**src/rtl/alu_pkg.sv**
```systemverilog
package alu_pkg;
  typedef enum logic [1:0] {
    CLS_SHIFT = 2'b00,
    CLS_SLT   = 2'b01,
    CLS_ARITH = 2'b10,
    CLS_LOGIC = 2'b11
  } alu_cls_e;

  typedef enum logic [1:0] {
    LG_AND = 2'b00,
    LG_OR  = 2'b01,
    LG_XOR = 2'b10,
    LG_NOR = 2'b11
  } alu_lg_e;

  typedef enum logic [1:0] {
    SH_SLL = 2'b00,
    SH_SRL = 2'b01,
    SH_SRA = 2'b10,
    SH_LUI = 2'b11
  } alu_sh_e;

  typedef struct packed {
    alu_cls_e cls;
    logic     sub;
    logic     amt_from_b;
    alu_sh_e  sh;
    alu_lg_e  lg;
  } alu_ctrl_t;
endpackage

```
**src/rtl/alu_operand.sv**
```systemverilog
module alu_operand #(
  parameter int WIDTH = 32,
  parameter int IMM_W = 16
) (
  input  logic [WIDTH-1:0] b_i,
  input  logic [IMM_W-1:0] imm_i,
  input  logic             use_imm_i,
  input  logic             sext_i,
  output logic [WIDTH-1:0] opnd_o
);
  localparam int EXT_W = WIDTH - IMM_W;

  logic ext_bit;

  always_comb begin
    ext_bit = sext_i & imm_i[IMM_W-1];
    opnd_o  = use_imm_i ? {{EXT_W{ext_bit}}, imm_i} : b_i;
    if (use_imm_i && !sext_i) begin
      a_r5_zext: assert (opnd_o[WIDTH-1:IMM_W] == '0);
    end
  end
endmodule

```
**src/rtl/alu_addsub.sv**
```systemverilog
module alu_addsub #(
  parameter int WIDTH = 32
) (
  input  logic [WIDTH-1:0] a_i,
  input  logic [WIDTH-1:0] b_i,
  input  logic             sub_i,
  output logic [WIDTH-1:0] sum_o,
  output logic             lt_o
);
  logic [WIDTH-1:0] b_eff;

  always_comb begin
    b_eff = sub_i ? ~b_i : b_i;
    sum_o = a_i + b_eff + {{(WIDTH-1){1'b0}}, sub_i};
    // sign disagreement decides directly; otherwise the difference cannot overflow
    lt_o  = (a_i[WIDTH-1] ^ b_i[WIDTH-1]) ? a_i[WIDTH-1] : sum_o[WIDTH-1];
    if (sub_i) begin
      a_r2_sub_inverse: assert ((sum_o + b_i) == a_i);
      a_r3_signed_lt: assert (lt_o == ($signed(a_i) < $signed(b_i)));
    end else begin
      a_r1_add_inverse: assert ((sum_o - b_i) == a_i);
    end
  end
endmodule

```
**src/rtl/alu_logic.sv**
```systemverilog
module alu_logic #(
  parameter int WIDTH = 32
) (
  input  logic [WIDTH-1:0]      a_i,
  input  logic [WIDTH-1:0]      b_i,
  input  alu_pkg::alu_lg_e      lg_i,
  output logic [WIDTH-1:0]      out_o
);
  import alu_pkg::*;

  always_comb begin
    unique case (lg_i)
      LG_AND:  out_o = a_i & b_i;
      LG_OR:   out_o = a_i | b_i;
      LG_XOR:  out_o = a_i ^ b_i;
      default: out_o = ~(a_i | b_i);
    endcase
    if (lg_i == LG_XOR) begin
      a_r4_xor_undo: assert ((out_o ^ b_i) == a_i);
    end
    if (lg_i == LG_NOR) begin
      a_r4_nor_disjoint: assert ((out_o & (a_i | b_i)) == '0);
    end
  end
endmodule

```
**src/rtl/alu_shift.sv**
```systemverilog
module alu_shift #(
  parameter int WIDTH = 32,
  parameter int IMM_W = 16
) (
  input  logic [WIDTH-1:0]  a_i,
  input  logic [WIDTH-1:0]  b_i,
  input  logic [IMM_W-1:0]  imm_i,
  input  logic              amt_from_b_i,
  input  alu_pkg::alu_sh_e  sh_i,
  output logic [WIDTH-1:0]  out_o
);
  import alu_pkg::*;

  localparam int SH_W = $clog2(WIDTH);
  localparam int LO_W = WIDTH - IMM_W;

  logic [SH_W-1:0]  amt;
  logic             fill;
  logic [WIDTH-1:0] lft [SH_W+1];
  logic [WIDTH-1:0] rgt [SH_W+1];

  assign amt    = amt_from_b_i ? b_i[SH_W-1:0] : imm_i[SH_W-1:0];
  assign fill   = (sh_i == SH_SRA) & a_i[WIDTH-1];
  assign lft[0] = a_i;
  assign rgt[0] = a_i;

  for (genvar g = 0; g < SH_W; g++) begin : g_stage
    localparam int D = 2 ** g;
    assign lft[g+1] = amt[g] ? {lft[g][WIDTH-1-D:0], {D{1'b0}}} : lft[g];
    assign rgt[g+1] = amt[g] ? {{D{fill}}, rgt[g][WIDTH-1:D]}   : rgt[g];
  end

  always_comb begin
    unique case (sh_i)
      SH_SLL:  out_o = lft[SH_W];
      SH_SRL,
      SH_SRA:  out_o = rgt[SH_W];
      default: out_o = {imm_i, {LO_W{1'b0}}};
    endcase
    if (sh_i == SH_SLL) begin
      a_r7_sll_keeps: assert ((out_o >> amt) == (a_i & ({WIDTH{1'b1}} >> amt)));
    end
  end
endmodule

```
**src/rtl/mf_alu.sv**
```systemverilog
module mf_alu #(
  parameter int WIDTH = 32,
  parameter int IMM_W = 16
) (
  input  logic [WIDTH-1:0] a_i,
  input  logic [WIDTH-1:0] b_i,
  input  logic [IMM_W-1:0] imm_i,
  input  logic             use_imm_i,
  input  logic             sext_i,
  input  logic [7:0]       ctrl_i,
  output logic [WIDTH-1:0] result_o,
  output logic             zero_o,
  output logic             neg_o
);
  import alu_pkg::*;

  alu_ctrl_t        ctl;
  logic [WIDTH-1:0] opnd_b;
  logic [WIDTH-1:0] sum;
  logic             lt;
  logic [WIDTH-1:0] lg_res;
  logic [WIDTH-1:0] sh_res;

  assign ctl = alu_ctrl_t'(ctrl_i);

  alu_operand #(.WIDTH(WIDTH), .IMM_W(IMM_W)) u_opnd (
    .b_i(b_i), .imm_i(imm_i), .use_imm_i(use_imm_i), .sext_i(sext_i), .opnd_o(opnd_b)
  );

  alu_addsub #(.WIDTH(WIDTH)) u_addsub (
    .a_i(a_i), .b_i(opnd_b), .sub_i(ctl.sub), .sum_o(sum), .lt_o(lt)
  );

  alu_logic #(.WIDTH(WIDTH)) u_logic (
    .a_i(a_i), .b_i(opnd_b), .lg_i(ctl.lg), .out_o(lg_res)
  );

  alu_shift #(.WIDTH(WIDTH), .IMM_W(IMM_W)) u_shift (
    .a_i(a_i), .b_i(b_i), .imm_i(imm_i), .amt_from_b_i(ctl.amt_from_b),
    .sh_i(ctl.sh), .out_o(sh_res)
  );

  always_comb begin
    unique case (ctl.cls)
      CLS_SHIFT: result_o = sh_res;
      CLS_SLT:   result_o = {{(WIDTH-1){1'b0}}, lt};
      CLS_ARITH: result_o = sum;
      default:   result_o = lg_res;
    endcase
    zero_o = (result_o == '0);
    neg_o  = result_o[WIDTH-1];
  end
endmodule

```
**config.mk**
```make
export PLATFORM = sky130hd
export DESIGN_NAME = mf_alu
export DESIGN_NICKNAME = d
export VERILOG_FILES = /design/src/rtl/alu_pkg.sv /design/src/rtl/alu_operand.sv /design/src/rtl/alu_addsub.sv /design/src/rtl/alu_logic.sv /design/src/rtl/alu_shift.sv /design/src/rtl/mf_alu.sv
export SDC_FILE = /design/constraint.sdc
export NUM_CORES = 1
export LEC_CHECK = 0
export ABC_AREA = 1
export BUFFER_PORTS_ARGS = -buffer_cell sky130_fd_sc_hd__buf_2
export CORE_ASPECT_RATIO = 0.75
export CORE_MARGIN = 8
export CORE_UTILIZATION = 56
export DETAILED_ROUTE_END_ITERATION = 8
export PLACE_DENSITY = 0.87
export SLEW_MARGIN = 15
export SYNTH_ARGS = -nofsm -noshare
export SYNTH_HDL_FRONTEND = slang
export SYNTH_SLANG_ARGS = --single-unit
```
**constraint.sdc**
```tcl
create_clock -name vclk -period 2.85
set_input_delay 0.1425 -clock vclk [all_inputs]
set_output_delay 0.1425 -clock vclk [all_outputs]
set_load 0.02 [all_outputs]
```
==> results_dict.tcl, run 1 <==
set metrics [dict create \
    finalWeightedCongestion 1.27 \
    synthXorXnorAreaFrac_pct 3.23 \
    place_hpwl_um 35600 \
    postCtsHoldBufs 0 \
    ys_seq_area_share_pct 0 \
    haltStage "global routing" \
    synth_top_family_by_area "simple AND/OR/NAND/NOR gates" \
    yosys.area_share.simple_pct 54.8 \
    pre_cts_ws_ps -848 \
    yosysWarnings 0 \
    syn_area_mm2 0.00868 \
    numPortBuffers 124 \
    syn_nets 1868 \
    synth.mux.area_fraction_pct 0 \
    grt_pass1_wl_um 103000 \
    status "aborted with a tool error" \
    grtUsageTotal_pct 68.4 \
    grt_max_degree 48 \
    start_util_pct 57.2 \
    io_pins 124 \
    rows 39 \
    grt_pass1_vias 17246 \
    synth_area_per_cell_um2 5.17 \
    syn_inst 1679 \
    yosys.area_share.adder_pct 14.4 \
    yosysUniqueCellTypes 42 \
    grt-ovfl-total 39 \
    die_x_um 160 \
    synth_compound_area_share_pct 15.2 \
    fp.dieH_um 124 \
    stop_error "[ERROR GRT-0116] Global routing finished with congestion. Check the congestion regions in the DRC Viewer." \
]
## synthesized netlist by cell type, types with 2 or more instances
cell	count	area, um^2
or2_2	4	25.0
or2_1	2	12.5
buf_2	24	120
nor3_1	7	35.0
o21ai_1	8	40.0
a21oi_1	74	370
nand2_1	499	1870
inv_1	155	582
inv_2	4	15.0
clkbuf_1	41	154
nand2_8	2	40.0
a21o_1	10	75.1
a221oi_1	7	61.3
o21bai_1	6	45.0
xor2_1	32	280
o2111ai_1	25	219
nand2_2	10	62.6
a21boi_0	2	15.0
o211ai_1	2	15.0
o21ai_0	71	355
nand3b_1	4	30.0
nor4_1	2	12.5
buf_1	4	15.0
ha_1	98	1230
buf_4	10	75.1
a31oi_1	5	31.3
nor2_1	80	300
buf_6	7	78.8
clkinv_1	2	7.51
nand4_1	12	75.1
o21ai_2	4	35.0
nand3_1	453	2270
o21a_1	4	30.0
## routing by layer
metal,GRT overflow,track usage (%)
met5,0,40.4
met1,1,67.6
met3,0,60.7
met4,18,66.2
met2,20,79.7
## cells by family after synthesis
logic type / count (synthesis)
AO/OA/AOI/OAI: 221
XOR/XNOR: 32
adder cells (fa/ha/maj): 99
buffers and inverters: 249
AND/OR/NAND/NOR: 1078
## through the flow
| stage | instances | instance area [um^2] |
|---|---|---|
| floorplan | 1679 | 8730 |
| global placement | 2174 | 11200 |
| detailed placement | 2174 | 11200 |
| CTS | 2196 | 11900 |
## repair_timing
item / 4_1_cts
pin swaps: 72
buffers inserted: 20
setup endpoints to repair: 31
cloned: 2
resized for setup: 144
==> run 2, diff against run 1 <==
CORE_ASPECT_RATIO = unset   (was 0.75)
CORE_UTILIZATION = 40   (was 56)
PLACE_DENSITY = unset   (was 0.87)
PLACE_DENSITY_LB_ADDON = 0.15   (was unset)
clock period = 3.7 ns   (was 2.85 ns; I/O delays follow)
==> results_dict.tcl, run 2 <==
set metrics [dict create \
    num-clock-buffers 0 \
    worst_slack_ps 130 \
    regArea_um2 0 \
    fmax_mhz 280 \
    pwr_density_cell_mw_per_mm2 221 \
    multi_input_area_mm2 0.00777 \
    status "finished clean" \
    synthTopCellsByArea "nand3_1 (26%), nand2_1 (22%), ha_1 (14%)" \
    synth_area_per_cell_um2 5.17 \
    path_cells "buf_2, nand2_1, buf_12, buf_4, o21ai_0, xor2_1, ha_1, inv_1, o21ai_0, a21oi_2, o21a_1, nor2_2, nor2_2, nand2_1, nand2_1, nand2_1, nand2_1, nand3_2, nor2_1, nand2_1, nor2_2, nand2_1, nor2_2, buf_4" \
    ys_top_cells_by_count "nand2_1 (499), nand3_1 (453), inv_1 (155)" \
    nNetsFinal 2036 \
    ys_seq_area_share_pct 0 \
    core_area_mm2 0.0216 \
    first_iter_violations 1408 \
    die_area_mm2 0.0267 \
    cp_slowest_stage_delay_ps 360 \
    crit_required_ps 3510 \
    die_x_um 163 \
    finalCritPeriodShare_pct 96.5 \
    grtUsageTotal_pct 31.9 \
    synth_top_area_share_pct 26.1 \
    antenna_left 0 \
    cp_max_fo 11 \
    grt_max_degree 58 \
    crit_arrival_ps 3380 \
    max_cap_viol_count 0 \
    wire_per_inst_um 20.9 \
    yosysWarnings 0 \
    design.seq.count 0 \
    fin_cells 2125 \
    viasPerCell 5.98 \
    hold_class "input pin to output pin" \
    syn_area_mm2 0.00868 \
    criticalPathCategory "input pin to output pin" \
    synth.most_common_cell "nand2_1" \
    postCtsHoldBufs 0 \
    syn_nets 1868 \
    ir_worst_vdd_uv 107 \
    grt_pass1_wl_um 66700 \
    cpLargestDelayFamily "simple AND/OR/NAND/NOR gates" \
    fp.dieH_um 163 \
    drive_gt1_share_pct 17.2 \
    final_cell_mix "nand2_1 (496), nand3_1 (452), inv_1 (155), buf_2 (123), buf_4 (121)" \
    finalWeightedCongestion 1.11 \
    numPortBuffers 124 \
    grt_pass1_vias 11773 \
    antenna_found_initial 0 \
    holdWs_ps 962 \
    grt-ovfl-total 0 \
    crit_path_frequent_cell "nand2_1" \
    drt_wl_total_um 44500 \
    pre_cts_ws_ps -163 \
    final_common_cell "nand2_1" \
    fin_crit_ps 3570 \
    worst-path-buf-inv 5 \
    via_count 12704 \
    io_pins 124 \
    yosysUniqueCellTypes 42 \
    crit_path_end_kind "output pin" \
    syn_inst 1679 \
    hold_viol_final 0 \
    dp.cells 2120 \
    drcViolationCount 0 \
    cp-start-kind "input pin" \
    cpMaxStageDelayCell "ha_1" \
    fill_cells 2435 \
    worst_pin_slew_ps 942 \
    start_util_pct 40.3 \
    synth_top_area_cell "nand3_1" \
    first_pass_iters 6 \
    diodes 0 \
    drv_slew 0 \
    place_hpwl_um 37200 \
    synthToLayoutAreaGrowth_pct 20.3 \
    setup_viol 0 \
    relSlewSlack_pct 37.0 \
    rows 54 \
    leakagePower_nw 5.57 \
]
## run 2: layout make-up
| cell class | count | share of cell area [%] |
|---|---|---|
| Multi-Input combinational cell | 1430 | 74.5 |
| Timing Repair Buffer | 253 | 16.3 |
| Tap cell | 280 | 3.36 |
| Inverter | 162 | 5.87 |
## run 2: report_power, final
group | internal, mW | switching (mW) | total (mW)
sequential | 0 | 0 | 0
combinational | 0.803 | 1.51 | 2.31
clock | 0 | 0 | 0
total | 0.803 | 1.51 | 2.31
## run 2: logic make-up (layout without fill, tap and decap cells)
kind of cell,after synthesis,count (layout),synth area share (%)
and+or+nand+nor,1078,1078,54.8
buffers and inverters,249,415,12.3
AOI/OAI and AO/OA,221,221,15.2
adders and majority gates,99,99,14.4
xor gates and xnor gates,32,32,3.23
## run 2: timing repair
action | in CTS | in global routing
buffers inserted | 1 | 4
resized for setup | 12 | 53
pin swaps | 0 | 15
setup endpoints to repair | 1 | 1
## run 2: path summary, 6_finish.rpt
kind,startpoint,to,slack [ps],cells after the start
max,use_imm_i,zero_o,130,24
min,ctrl_i[6],result_o[1],960,6
## run 2: per-layer routing
metal,up-vias,track usage [%],routed length (um)
li1,6014,-,-
met2,703,54.2,20800
met4,0,16.3,2630
met3,147,4.21,3680
met1,5840,38.6,17400
met5,-,0,0
## run 2: through the flow
| step | total power [mW] | TNS [ps] | instance area, um^2 | utilization, % |
|---|---|---|---|---|
| 6_report | 2.31 | 0 | 10400 | 48.4 |
| 5_1_grt | 2.50 | -19.4 | 10400 | 48.4 |
| 2_1_floorplan | 1.39 | 0 | 8680 | - |
| 4_1_cts | 2.20 | 0 | 10300 | 47.6 |
| 3_3_place_gp | 2.18 | -136 | 10200 | 47.5 |
| 3_5_place_dp | 2.18 | -163 | 10200 | 47.5 |
No activity file was read; power rests on OpenSTA's default activity.
==> run 3, diff against run 2 <==
clock period = 3 ns   (was 3.7 ns; I/O delays follow)
==> results_dict.tcl, run 3 (synthesis gave the netlist of run 2 again) <==
set metrics [dict create \
    status "finished, violations left" \
    violations "setup timing" \
    drv_slew 0 \
    io_pins 124 \
    antenna_left 0 \
    regArea_um2 0 \
    worst-path-buf-inv 5 \
    design.seq.count 0 \
    fin_crit_ps 3120 \
    fin_total_pwr_mw 3.75 \
    grt_max_degree 40 \
    wire_per_inst_um 20.7 \
    drt_wl_total_um 48500 \
    nNetsFinal 2253 \
    final_common_cell "nand2_1" \
    crit_arrival_ps 2970 \
    leakagePower_nw 6.95 \
    via_count 13596 \
    finalCritPeriodShare_pct 104 \
    rsz0062_at_grt "yes" \
    drcViolationCount 0 \
    pwr_density_cell_mw_per_mm2 285 \
    seqPwrFrac_pct 0 \
    p_sw_mw 2.17 \
    holdWs_ps 944 \
    cpLargestDelayFamily "simple AND/OR/NAND/NOR gates" \
    numPortBuffers 124 \
    die_area_mm2 0.0267 \
    setup_viol 2 \
    path_cells "buf_16, buf_16, o21ai_4, xor2_1, ha_1, buf_6, nand2_2, nor2_1, nor2_1, nand2_2, buf_4, nand4_1, nand3_1, o21ai_1, nand3_1, nor2_1, nand2_1, nor2_1, nand2_1, nor2_4, buf_6" \
    crit_path_end_kind "output pin" \
    grtUsageTotal_pct 34.5 \
    hold_viol_final 0 \
    hold_start "ctrl_i[7]" \
    worst_slack_ps -122 \
    fin_area_mm2 0.0132 \
    max_cap_viol_count 0 \
    drive_gt1_share_pct 33.5 \
    combPwrFrac_pct 100.0 \
    grt_pass1_vias 12991 \
    antenna_found_initial 0 \
    relSlewSlack_pct 40.6 \
    criticalPathCategory "input pin to output pin" \
    cp_max_fo 7 \
    swShare_pct 57.8 \
    core_area_mm2 0.0216 \
    finalWeightedCongestion 1.04 \
    num-clock-buffers 0 \
    hold-path-cell-count 6 \
    synthToLayoutAreaGrowth_pct 51.7 \
    internal_power_mw 1.58 \
    fmax_mhz 320 \
    die_x_um 163 \
    p_clk_share_pct 0 \
    place_hpwl_um 38600 \
    worst_pin_slew_ps 888 \
    ir_worst_vdd_uv 160 \
    cpMaxStageDelayCell "ha_1" \
    grt_pass1_wl_um 71900 \
    first_iter_violations 1583 \
    first_pass_iters 6 \
    final_cell_mix "nand2_1 (448), nand3_1 (430), buf_4 (310), inv_1 (147), buf_2 (115)" \
    crit_path_frequent_cell "nor2_1" \
    cp_slowest_stage_delay_ps 300 \
    start_util_pct 40.3 \
    grt-ovfl-total 0 \
    viasPerCell 5.81 \
    fp.dieH_um 163 \
    cp-start-kind "input pin" \
    rows 54 \
    crit_required_ps 2850 \
    hold_class "input pin to output pin" \
    diodes 0 \
    hold_end "result_o[1]" \
    place_area_mm2 0.0116 \
    fin_setup_tns_ps -129 \
]
==> run 3: changes by cell type in the layout (fill, tap and decap cells not counted), sizes merged <==
cell    previous run  this run
buf              253       469
bufbuf             0         1
==> run 3: power groups by stage <==
stage / clock network [mW] / registers, mW / logic [mW]
after floorplan: 0 / 0 / 1.72
after global placement: 0 / 0 / 3.10
after detailed placement: 0 / 0 / 3.11
after CTS: 0 / 0 / 3.55
after global routing: 0 / 0 / 4.01
final: 0 / 0 / 3.75
==> run 3: worst max-delay path by stage <==
stage                   start  endpoint  cells past startpoint
floorplan           use_imm_i    zero_o                     20
global placement    use_imm_i    zero_o                     21
detailed placement  use_imm_i    zero_o                     21
CTS                 use_imm_i    zero_o                     25
global route        use_imm_i    zero_o                     23
finish              use_imm_i    zero_o                     21
==> run 3: metrics by stage <==
stage	cells	setup WS, ps	utilization [%]
5_1_grt	2342	-255	61.1
4_1_cts	2340	-34.8	60.0
2_1_floorplan	1679	14.3	-
3_3_place_gp	2289	-669	53.9
6_report	2342	-122	61.1
3_5_place_dp	2289	-652	53.9
==> run 3: layout make-up <==
cell class | instances | area [um^2]
Timing Repair Buffer | 470 | 3700
Fill cell | 2148 | 8390
Inverter | 162 | 621
Tap cell | 280 | 350
Multi-Input combinational cell | 1430 | 8490
==> run 3: metal layers <==
metal,up-vias,track usage (%),wire length (um),part of all wire [%]
met5,-,0,0,0
met4,0,18.3,2860,5.9
met3,145,1.86,2990,6.2
met2,652,58.4,22600,47
met1,6349,43.5,20100,41
li1,6450,-,-,-
==> run 3: repair_timing <==
action | 4_1_cts | 5_1_grt
buffers inserted | 49 | 9
hold buffers | 0 | 0
resized for setup | 251 | 63
gates cloned | 7 | 0
pin swaps | 137 | 67
setup endpoints to repair | 22 | 8
